<file path="src/rtl/sbt_pkg.sv">
package sbt_pkg;

    // Outcome of comparing a bank's open row against a wanted row
    typedef enum logic [1:0] {
        KIND_HIT  = 2'd0,   // bank open on the wanted row
        KIND_OPEN = 2'd1,   // bank closed: activate only
        KIND_SWAP = 2'd2    // bank open elsewhere: precharge then activate
    } sbt_kind_e;

endpackage

</file>
<file path="src/rtl/sbt_addr_split.sv">
module sbt_addr_split #(
    parameter int ROW_W  = 14,
    parameter int BANK_W = 3,
    parameter int COL_W  = 10,
    localparam int ADDR_W = ROW_W + BANK_W + COL_W
) (
    input  logic [ADDR_W-1:0] addr,
    output logic [ROW_W-1:0]  row,
    output logic [BANK_W-1:0] bank,
    output logic [COL_W-1:0]  col,
    output logic [BANK_W-1:0] next_bank
);
    localparam int BANK_LO = COL_W;
    localparam int ROW_LO  = COL_W + BANK_W;

    assign col       = addr[COL_W-1:0];
    assign bank      = addr[BANK_LO +: BANK_W];
    assign row       = addr[ROW_LO +: ROW_W];
    // modulo wrap comes from the field width
    assign next_bank = bank + BANK_W'(1);
endmodule

</file>
<file path="src/rtl/sbt_row_compare.sv">
module sbt_row_compare
    import sbt_pkg::*;
#(
    parameter int ROW_W  = 14,
    parameter int BANK_W = 3,
    localparam int NBANK = 1 << BANK_W
) (
    input  logic [NBANK-1:0]            open_eff,
    input  logic [NBANK-1:0][ROW_W-1:0] row_eff,
    input  logic [BANK_W-1:0]           bank,
    input  logic [ROW_W-1:0]            row,
    output sbt_kind_e                   kind
);
    logic is_open;
    logic same_row;

    always_comb begin
        is_open  = open_eff[bank];
        same_row = (row_eff[bank] == row);
        if (!is_open)
            kind = KIND_OPEN;
        else if (same_row)
            kind = KIND_HIT;
        else
            kind = KIND_SWAP;
    end
endmodule

</file>
<file path="src/rtl/sbt_bank_table.sv">
module sbt_bank_table #(
    parameter int ROW_W  = 14,
    parameter int BANK_W = 3,
    parameter int HIST_W = 4,
    localparam int NBANK = 1 << BANK_W
) (
    input  logic                        clk,
    input  logic                        rst_n,
    input  logic                        clear_all,
    // required open from an accepted access
    input  logic                        req_en,
    input  logic                        req_swap,
    input  logic [BANK_W-1:0]           req_bank,
    input  logic [ROW_W-1:0]            req_row,
    // speculative open, committed one cycle later
    input  logic                        spec_en,
    input  logic [BANK_W-1:0]           spec_bank,
    input  logic [ROW_W-1:0]            spec_row,
    // lookup view with the pending speculative open forwarded
    output logic [NBANK-1:0]            open_eff,
    output logic [NBANK-1:0][ROW_W-1:0] row_eff,
    // committed open flags
    output logic [NBANK-1:0]            open_q
);
    typedef struct packed {
        logic [NBANK-1:0][HIST_W-1:0] hist;
        logic [NBANK-1:0][ROW_W-1:0]  row;
        logic                         pend;
        logic [BANK_W-1:0]            pend_bank;
        logic [ROW_W-1:0]             pend_row;
    } tbl_t;

    tbl_t tbl_q, tbl_d;

    function automatic logic [HIST_W-1:0] push_open(input logic [HIST_W-1:0] h);
        return {h[HIST_W-2:0], 1'b1};
    endfunction

    function automatic logic [HIST_W-1:0] push_close(input logic [HIST_W-1:0] h);
        return {h[HIST_W-2:0], 1'b0};
    endfunction

    function automatic logic [HIST_W-1:0] push_swap(input logic [HIST_W-1:0] h);
        return {h[HIST_W-3:0], 2'b01};
    endfunction

    logic spec_blocked;

    always_comb begin
        tbl_d        = tbl_q;
        spec_blocked = req_en && (req_bank == tbl_q.pend_bank);

        if (clear_all) begin
            for (int i = 0; i < NBANK; i++)
                tbl_d.hist[i] = push_close(tbl_q.hist[i]);
            tbl_d.pend = 1'b0;
        end else begin
            // commit last cycle's speculative open unless a required open wins
            if (tbl_q.pend && !spec_blocked) begin
                if (!tbl_q.hist[tbl_q.pend_bank][0])
                    tbl_d.hist[tbl_q.pend_bank] = push_open(tbl_q.hist[tbl_q.pend_bank]);
                else if (tbl_q.row[tbl_q.pend_bank] != tbl_q.pend_row)
                    tbl_d.hist[tbl_q.pend_bank] = push_swap(tbl_q.hist[tbl_q.pend_bank]);
                tbl_d.row[tbl_q.pend_bank] = tbl_q.pend_row;
            end
            if (req_en) begin
                tbl_d.hist[req_bank] = req_swap ? push_swap(tbl_q.hist[req_bank])
                                                : push_open(tbl_q.hist[req_bank]);
                tbl_d.row[req_bank]  = req_row;
            end
            tbl_d.pend      = spec_en;
            tbl_d.pend_bank = spec_bank;
            tbl_d.pend_row  = spec_row;
        end
    end

    always_ff @(posedge clk) begin
        if (!rst_n) begin
            tbl_q <= '0;
        end else begin
            tbl_q <= tbl_d;
        end
    end

    for (genvar g = 0; g < NBANK; g++) begin : g_view
        logic pend_here;
        assign pend_here   = tbl_q.pend && (tbl_q.pend_bank == BANK_W'(g));
        assign open_q[g]   = tbl_q.hist[g][0];
        assign open_eff[g] = tbl_q.hist[g][0] | pend_here;
        assign row_eff[g]  = pend_here ? tbl_q.pend_row : tbl_q.row[g];
    end
endmodule

</file>
<file path="src/rtl/sdram_bank_tracker.sv">
module sdram_bank_tracker
    import sbt_pkg::*;
#(
    parameter int ROW_W  = 14,
    parameter int BANK_W = 3,
    parameter int COL_W  = 10,
    parameter int HIST_W = 4,
    localparam int ADDR_W = ROW_W + BANK_W + COL_W,
    localparam int NBANK  = 1 << BANK_W
) (
    input  logic              clk,
    input  logic              rst_n,
    input  logic              req_valid,
    output logic              req_ready,
    input  logic [ADDR_W-1:0] req_addr,
    input  logic              refresh_close,
    output logic              rsp_valid,
    input  logic              rsp_ready,
    output logic              rsp_hit,
    output logic              rsp_need_act,
    output logic              rsp_need_pre,
    output logic [BANK_W-1:0] rsp_bank,
    output logic [ROW_W-1:0]  rsp_row,
    output logic [COL_W-1:0]  rsp_col,
    output logic              rsp_spec_act,
    output logic              rsp_spec_pre,
    output logic [BANK_W-1:0] rsp_spec_bank
);
    typedef struct packed {
        logic              valid;
        logic              hit;
        logic              act;
        logic              pre;
        logic [BANK_W-1:0] bank;
        logic [ROW_W-1:0]  row;
        logic [COL_W-1:0]  col;
        logic              spec_act;
        logic              spec_pre;
        logic [BANK_W-1:0] spec_bank;
    } rsp_t;

    rsp_t rsp_q, rsp_d;

    logic [ROW_W-1:0]            a_row;
    logic [BANK_W-1:0]           a_bank;
    logic [COL_W-1:0]            a_col;
    logic [BANK_W-1:0]           a_next;
    logic [NBANK-1:0]            open_eff;
    logic [NBANK-1:0][ROW_W-1:0] row_eff;
    logic [NBANK-1:0]            bank_open_q;
    sbt_kind_e                   kind_req;
    sbt_kind_e                   kind_next;
    logic                        accept;

    sbt_addr_split #(.ROW_W(ROW_W), .BANK_W(BANK_W), .COL_W(COL_W)) u_split (
        .addr      (req_addr),
        .row       (a_row),
        .bank      (a_bank),
        .col       (a_col),
        .next_bank (a_next)
    );

    sbt_row_compare #(.ROW_W(ROW_W), .BANK_W(BANK_W)) u_cmp_req (
        .open_eff (open_eff),
        .row_eff  (row_eff),
        .bank     (a_bank),
        .row      (a_row),
        .kind     (kind_req)
    );

    sbt_row_compare #(.ROW_W(ROW_W), .BANK_W(BANK_W)) u_cmp_next (
        .open_eff (open_eff),
        .row_eff  (row_eff),
        .bank     (a_next),
        .row      (a_row),
        .kind     (kind_next)
    );

    sbt_bank_table #(.ROW_W(ROW_W), .BANK_W(BANK_W), .HIST_W(HIST_W)) u_table (
        .clk       (clk),
        .rst_n     (rst_n),
        .clear_all (refresh_close),
        .req_en    (accept && (kind_req != KIND_HIT)),
        .req_swap  (kind_req == KIND_SWAP),
        .req_bank  (a_bank),
        .req_row   (a_row),
        .spec_en   (accept && (kind_next != KIND_HIT)),
        .spec_bank (a_next),
        .spec_row  (a_row),
        .open_eff  (open_eff),
        .row_eff   (row_eff),
        .open_q    (bank_open_q)
    );

    assign req_ready = (!rsp_q.valid || rsp_ready) && !refresh_close;
    assign accept    = req_valid && req_ready;

    always_comb begin
        rsp_d = rsp_q;
        if (rsp_q.valid && rsp_ready)
            rsp_d.valid = 1'b0;
        if (accept) begin
            rsp_d.valid     = 1'b1;
            rsp_d.hit       = (kind_req == KIND_HIT);
            rsp_d.act       = (kind_req != KIND_HIT);
            rsp_d.pre       = (kind_req == KIND_SWAP);
            rsp_d.bank      = a_bank;
            rsp_d.row       = a_row;
            rsp_d.col       = a_col;
            rsp_d.spec_act  = (kind_next != KIND_HIT);
            rsp_d.spec_pre  = (kind_next == KIND_SWAP);
            rsp_d.spec_bank = a_next;
        end
    end

    always_ff @(posedge clk) begin
        if (!rst_n) begin
            rsp_q <= '0;
        end else begin
            rsp_q <= rsp_d;
        end
    end

    assign rsp_valid     = rsp_q.valid;
    assign rsp_hit       = rsp_q.hit;
    assign rsp_need_act  = rsp_q.act;
    assign rsp_need_pre  = rsp_q.pre;
    assign rsp_bank      = rsp_q.bank;
    assign rsp_row       = rsp_q.row;
    assign rsp_col       = rsp_q.col;
    assign rsp_spec_act  = rsp_q.spec_act;
    assign rsp_spec_pre  = rsp_q.spec_pre;
    assign rsp_spec_bank = rsp_q.spec_bank;
endmodule

</file>
<file path="config.mk">
export PLATFORM = sky130hd
export DESIGN_NAME = sdram_bank_tracker
export DESIGN_NICKNAME = d
export VERILOG_FILES = /design/src/rtl/sbt_pkg.sv /design/src/rtl/sbt_addr_split.sv /design/src/rtl/sbt_row_compare.sv /design/src/rtl/sbt_bank_table.sv /design/src/rtl/sdram_bank_tracker.sv
export SDC_FILE = /design/constraint.sdc
export NUM_CORES = 1
export LEC_CHECK = 0
export ABC_CLOCK_PERIOD_IN_PS = 4160
export BUFFER_PORTS_ARGS = -buffer_cell sky130_fd_sc_hd__buf_2
export CORE_ASPECT_RATIO = 1.5
export CORE_MARGIN = 2
export CORE_UTILIZATION = 45
export CTS_BUF_LIST = sky130_fd_sc_hd__clkbuf_4
export DETAILED_ROUTE_END_ITERATION = 10
export PLACE_DENSITY = 0.64
export SLEW_MARGIN = 5
export SYNTH_ARGS = -nofsm -noshare
export SYNTH_HDL_FRONTEND = slang
export SYNTH_SLANG_ARGS = --single-unit
</file>
<file path="constraint.sdc">
create_clock -name clk -period 4.16 [get_ports clk]
set_input_delay 0.832 -clock clk [delete_from_list [all_inputs] [get_ports clk]]
set_output_delay 0.832 -clock clk [all_outputs]
set_load 0.02 [all_outputs]
</file>
==> results_dict.tcl <==
set metrics [dict create \
    endpoint_kind "flop" \
    drive_above_1_share_pct 24.0 \
    initial_utilization_pct 45.7 \
    cp-startpoint "u_table.tbl_q[14]" \
    synth-seq-area-share_pct 23.9 \
    cpLargestDelayFamily "simple AND/OR/NAND/NOR gates" \
    setup_tns_ns 0 \
    placed_area_mm2 0.0167 \
    wl_um 67200 \
    hp-start "req_addr[4]" \
    final_common_cell "a21oi_1" \
    critical-path-slowest-cell "or4_4" \
    row_count 80 \
    vdd_drop_max_v 0.000135 \
    worstPathArrival_ns 4.73 \
    r2r_cells 16 \
    die_area_mm2 0.0339 \
    die_x_um 151 \
    ios 69 \
    synth_area_per_cell_um2 8.37 \
    route.detailed.drc 0 \
    final_cell_area_mm2 0.0172 \
    fin_util_pct 53.7 \
    core_mm2 0.0319 \
    nets 1819 \
    netlist.area_leader.share_pct 23.9 \
    grt_pass1_wl_um 97600 \
    synth.area.top_cells "dfxtp_1 24%, a32o_1 8.7%, a31o_1 6.8%" \
    cts_made_buffers 17 \
    cts_tree "yes" \
    wl_per_cell_um 30.4 \
    fin_crit_sh_pct 99.3 \
    setup_violations 0 \
    grt_pass1_vias 15300 \
    syn_to_final_growth_pct 17.5 \
    grt_use_met3_pct 8.95 \
    dp_hpwl_um 44400 \
    fin_crit_ns 4.13 \
    timing.reg2reg.setup_slack_ns 0.03 \
    synth_warnings 0 \
    gr-usage-met1_pct 45.9 \
    reg2reg_to "u_table.tbl_q[58]" \
    holdPathEnd "rsp_col[4]" \
    worstSetupPathType "reg2reg" \
    final_max_slew_viol_count 0 \
    whs_path_depth 3 \
    drv_cap 0 \
    htree_num_levels 4 \
    clkSinkCount 174 \
    cts-root-buf "clkbuf_4" \
    dp_cells 2168 \
    synthArstFlopShare_pct 0 \
    ys_types 64 \
    synth_area_mm2 0.0146 \
    drtAntennaViolNets 0 \
    path_cells "buf_4 > and4bb_4 > buf_12 > mux2_1 > a2111oi_2 > and4_1 > a211oi_2 > buf_4 > nand4_1 > o31ai_4 > or4_4 > buf_4 > buf_12 > buf_12 > a31o_1 > a32o_1" \
    crit-reg2reg-launch "u_table.tbl_q[14]" \
    fin_cells 2210 \
    synth_cells 1744 \
    synth_edf_count 0 \
    place.gp.congestion 0.990 \
    syn_nets 1777 \
    worst_slew_pin_slew_ns 0.864 \
    slowest_delay_ns 0.50 \
    hold_viol_final 0 \
    hp-class "in2reg" \
    cts.hold.buffers_added 0 \
    path_clk_slew_ns 0.20 \
    synth_seq_cells 174 \
    layout_common_cells "187 x a21oi_1, 175 x buf_4, 170 x dfxtp_1" \
    critical_path.max_fanout 27 \
    grt_max_degree 122 \
    first_pass_iters 6 \
    antenna_found_initial 2 \
    drtIter0Drc 2407 \
    path_depth 16 \
    fin_worst_skew_ns 0.0465 \
    clk_path_buf_depth 2 \
    clk_latency_ns 0.71 \
    synth_ff_type "dfxtp_1" \
    grt_overflow 0 \
    max_freq_mhz 242 \
    die_h_um 225 \
    cp_num_buf_inv 6 \
    cp-start-kind "flop" \
    synth_top_area_cell "dfxtp_1" \
    grt-busiest-layer "met2" \
    use_met2_pct 59.7 \
    status "completed" \
    track_usage_pct 38.7 \
    vias 16700 \
    portBuffers 68 \
    power_leakage_nw 5.94 \
    critPathRequiredTime_ns 4.75 \
    powerDensity_mw_per_mm2 235 \
    post_drt_via_cell_ratio 7.54 \
    slew_headroom_pct 42.3 \
]
[routing by layer]
layer / vias up / part of all wire (%)
li1: 7075 / -
met1: 8000 / 36
met2: 1258 / 45
met3: 338 / 11
met4: 0 / 8.9
met5: - / 0
[metrics by stage]
step / total power, mW / worst slack, ns / hold slack (ns)
final: 4.04 / 0.0274 / 0.358
after global routing: 4.14 / -0.0685 / 0.351
after CTS: 3.99 / 0.00240 / 0.330
after detailed placement: 2.90 / -0.481 / 0.443
after global placement: 2.88 / -0.440 / 0.439
after floorplan: 2.46 / 0.282 / 0.489
[worst max path at each step]
| stage | end | slack [ns] |
|---|---|---|
| 2_1_floorplan | rsp_spec_act | 0.28 |
| 3_3_place_gp | u_table.tbl_q[77] | -0.44 |
| 3_5_place_dp | u_table.tbl_q[83] | -0.48 |
| 4_1_cts | u_table.tbl_q[77] | 0.002 |
| 5_1_grt | u_table.tbl_q[55] | -0.07 |
| 6_report | u_table.tbl_q[58] | 0.03 |
[cell usage after synthesis (14+ instances only)]
library cell / instances
a21oi_1: 187
a31o_1: 113
a31oi_1: 118
a32o_1: 127
buf_1: 24
buf_2: 56
clkbuf_1: 179
dfxtp_1: 174
inv_1: 20
mux2_1: 24
mux2_2: 38
mux2i_1: 85
mux4_2: 31
nand2_1: 87
nand3_1: 14
nor2_1: 49
nor4_1: 37
nor4b_1: 71
nor4bb_1: 18
o2111ai_1: 18
o21ai_0: 27
o221ai_1: 15
o22ai_1: 16
o32a_1: 14
o32ai_1: 14
or3_1: 16
xnor2_1: 26
[final cells by class]
type                            instances  area (µm²)
Multi-Input combinational cell       1269       10100
Antenna cell                            1        2.50
Tap cell                              410         513
Clock buffer                           18         135
Timing Repair Buffer                  290        2620
Clock inverter                         14         155
Sequential cell                       174        3500
Fill cell                            2963       14800
Inverter                               34         131
[sequential cells by signal, indices dropped and copies added (netlist names), 3 cells and up]
signal          cells
rsp_row            14
rsp_col            10
rsp_bank            3
u_table.open_q      8
rsp_spec_bank       3
u_table.tbl_q     130
[worst register-to-register path, cell delays in order, from the launching register on]
cell,delay (ns)
dfxtp_4,0.42
buf_4,0.16
and4bb_4,0.35
buf_12,0.15
mux2_1,0.34
a2111oi_2,0.42
and4_1,0.26
a211oi_2,0.05
buf_4,0.16
nand4_1,0.19
o31ai_4,0.13
or4_4,0.50
buf_4,0.17
buf_12,0.16
buf_12,0.16
a31o_1,0.22
a32o_1,0.19
[cell families (layout without fill, tap and decap cells)]
family	Yosys count	count (layout)	share of synthesized area (%)
compound gates	694	694	34.9
xor+xnor	35	35	2.10
fa+ha+maj	1	1	0.0857
buf+inv	302	356	8.50
flops	174	174	23.9
mux	178	178	15.4
other cells	0	1	0
simple gates	360	361	15.2
[power by group]
group / total, mW / internal, mW / switching [mW]
logic: 1.14 / 0.446 / 0.690
clock network: 1.11 / 0.375 / 0.739
registers: 1.79 / 1.71 / 0.0757
[what timing repair did]
| action | CTS | global route |
|---|---|---|
| resized for setup | 6 | 15 |
| setup endpoints to repair | 113 | 113 |
| pin swaps | 0 | 5 |
| cloned | 0 | 1 |
| buffers inserted | 0 | 8 |
Note: power is estimated with default switching activity, not from simulation.
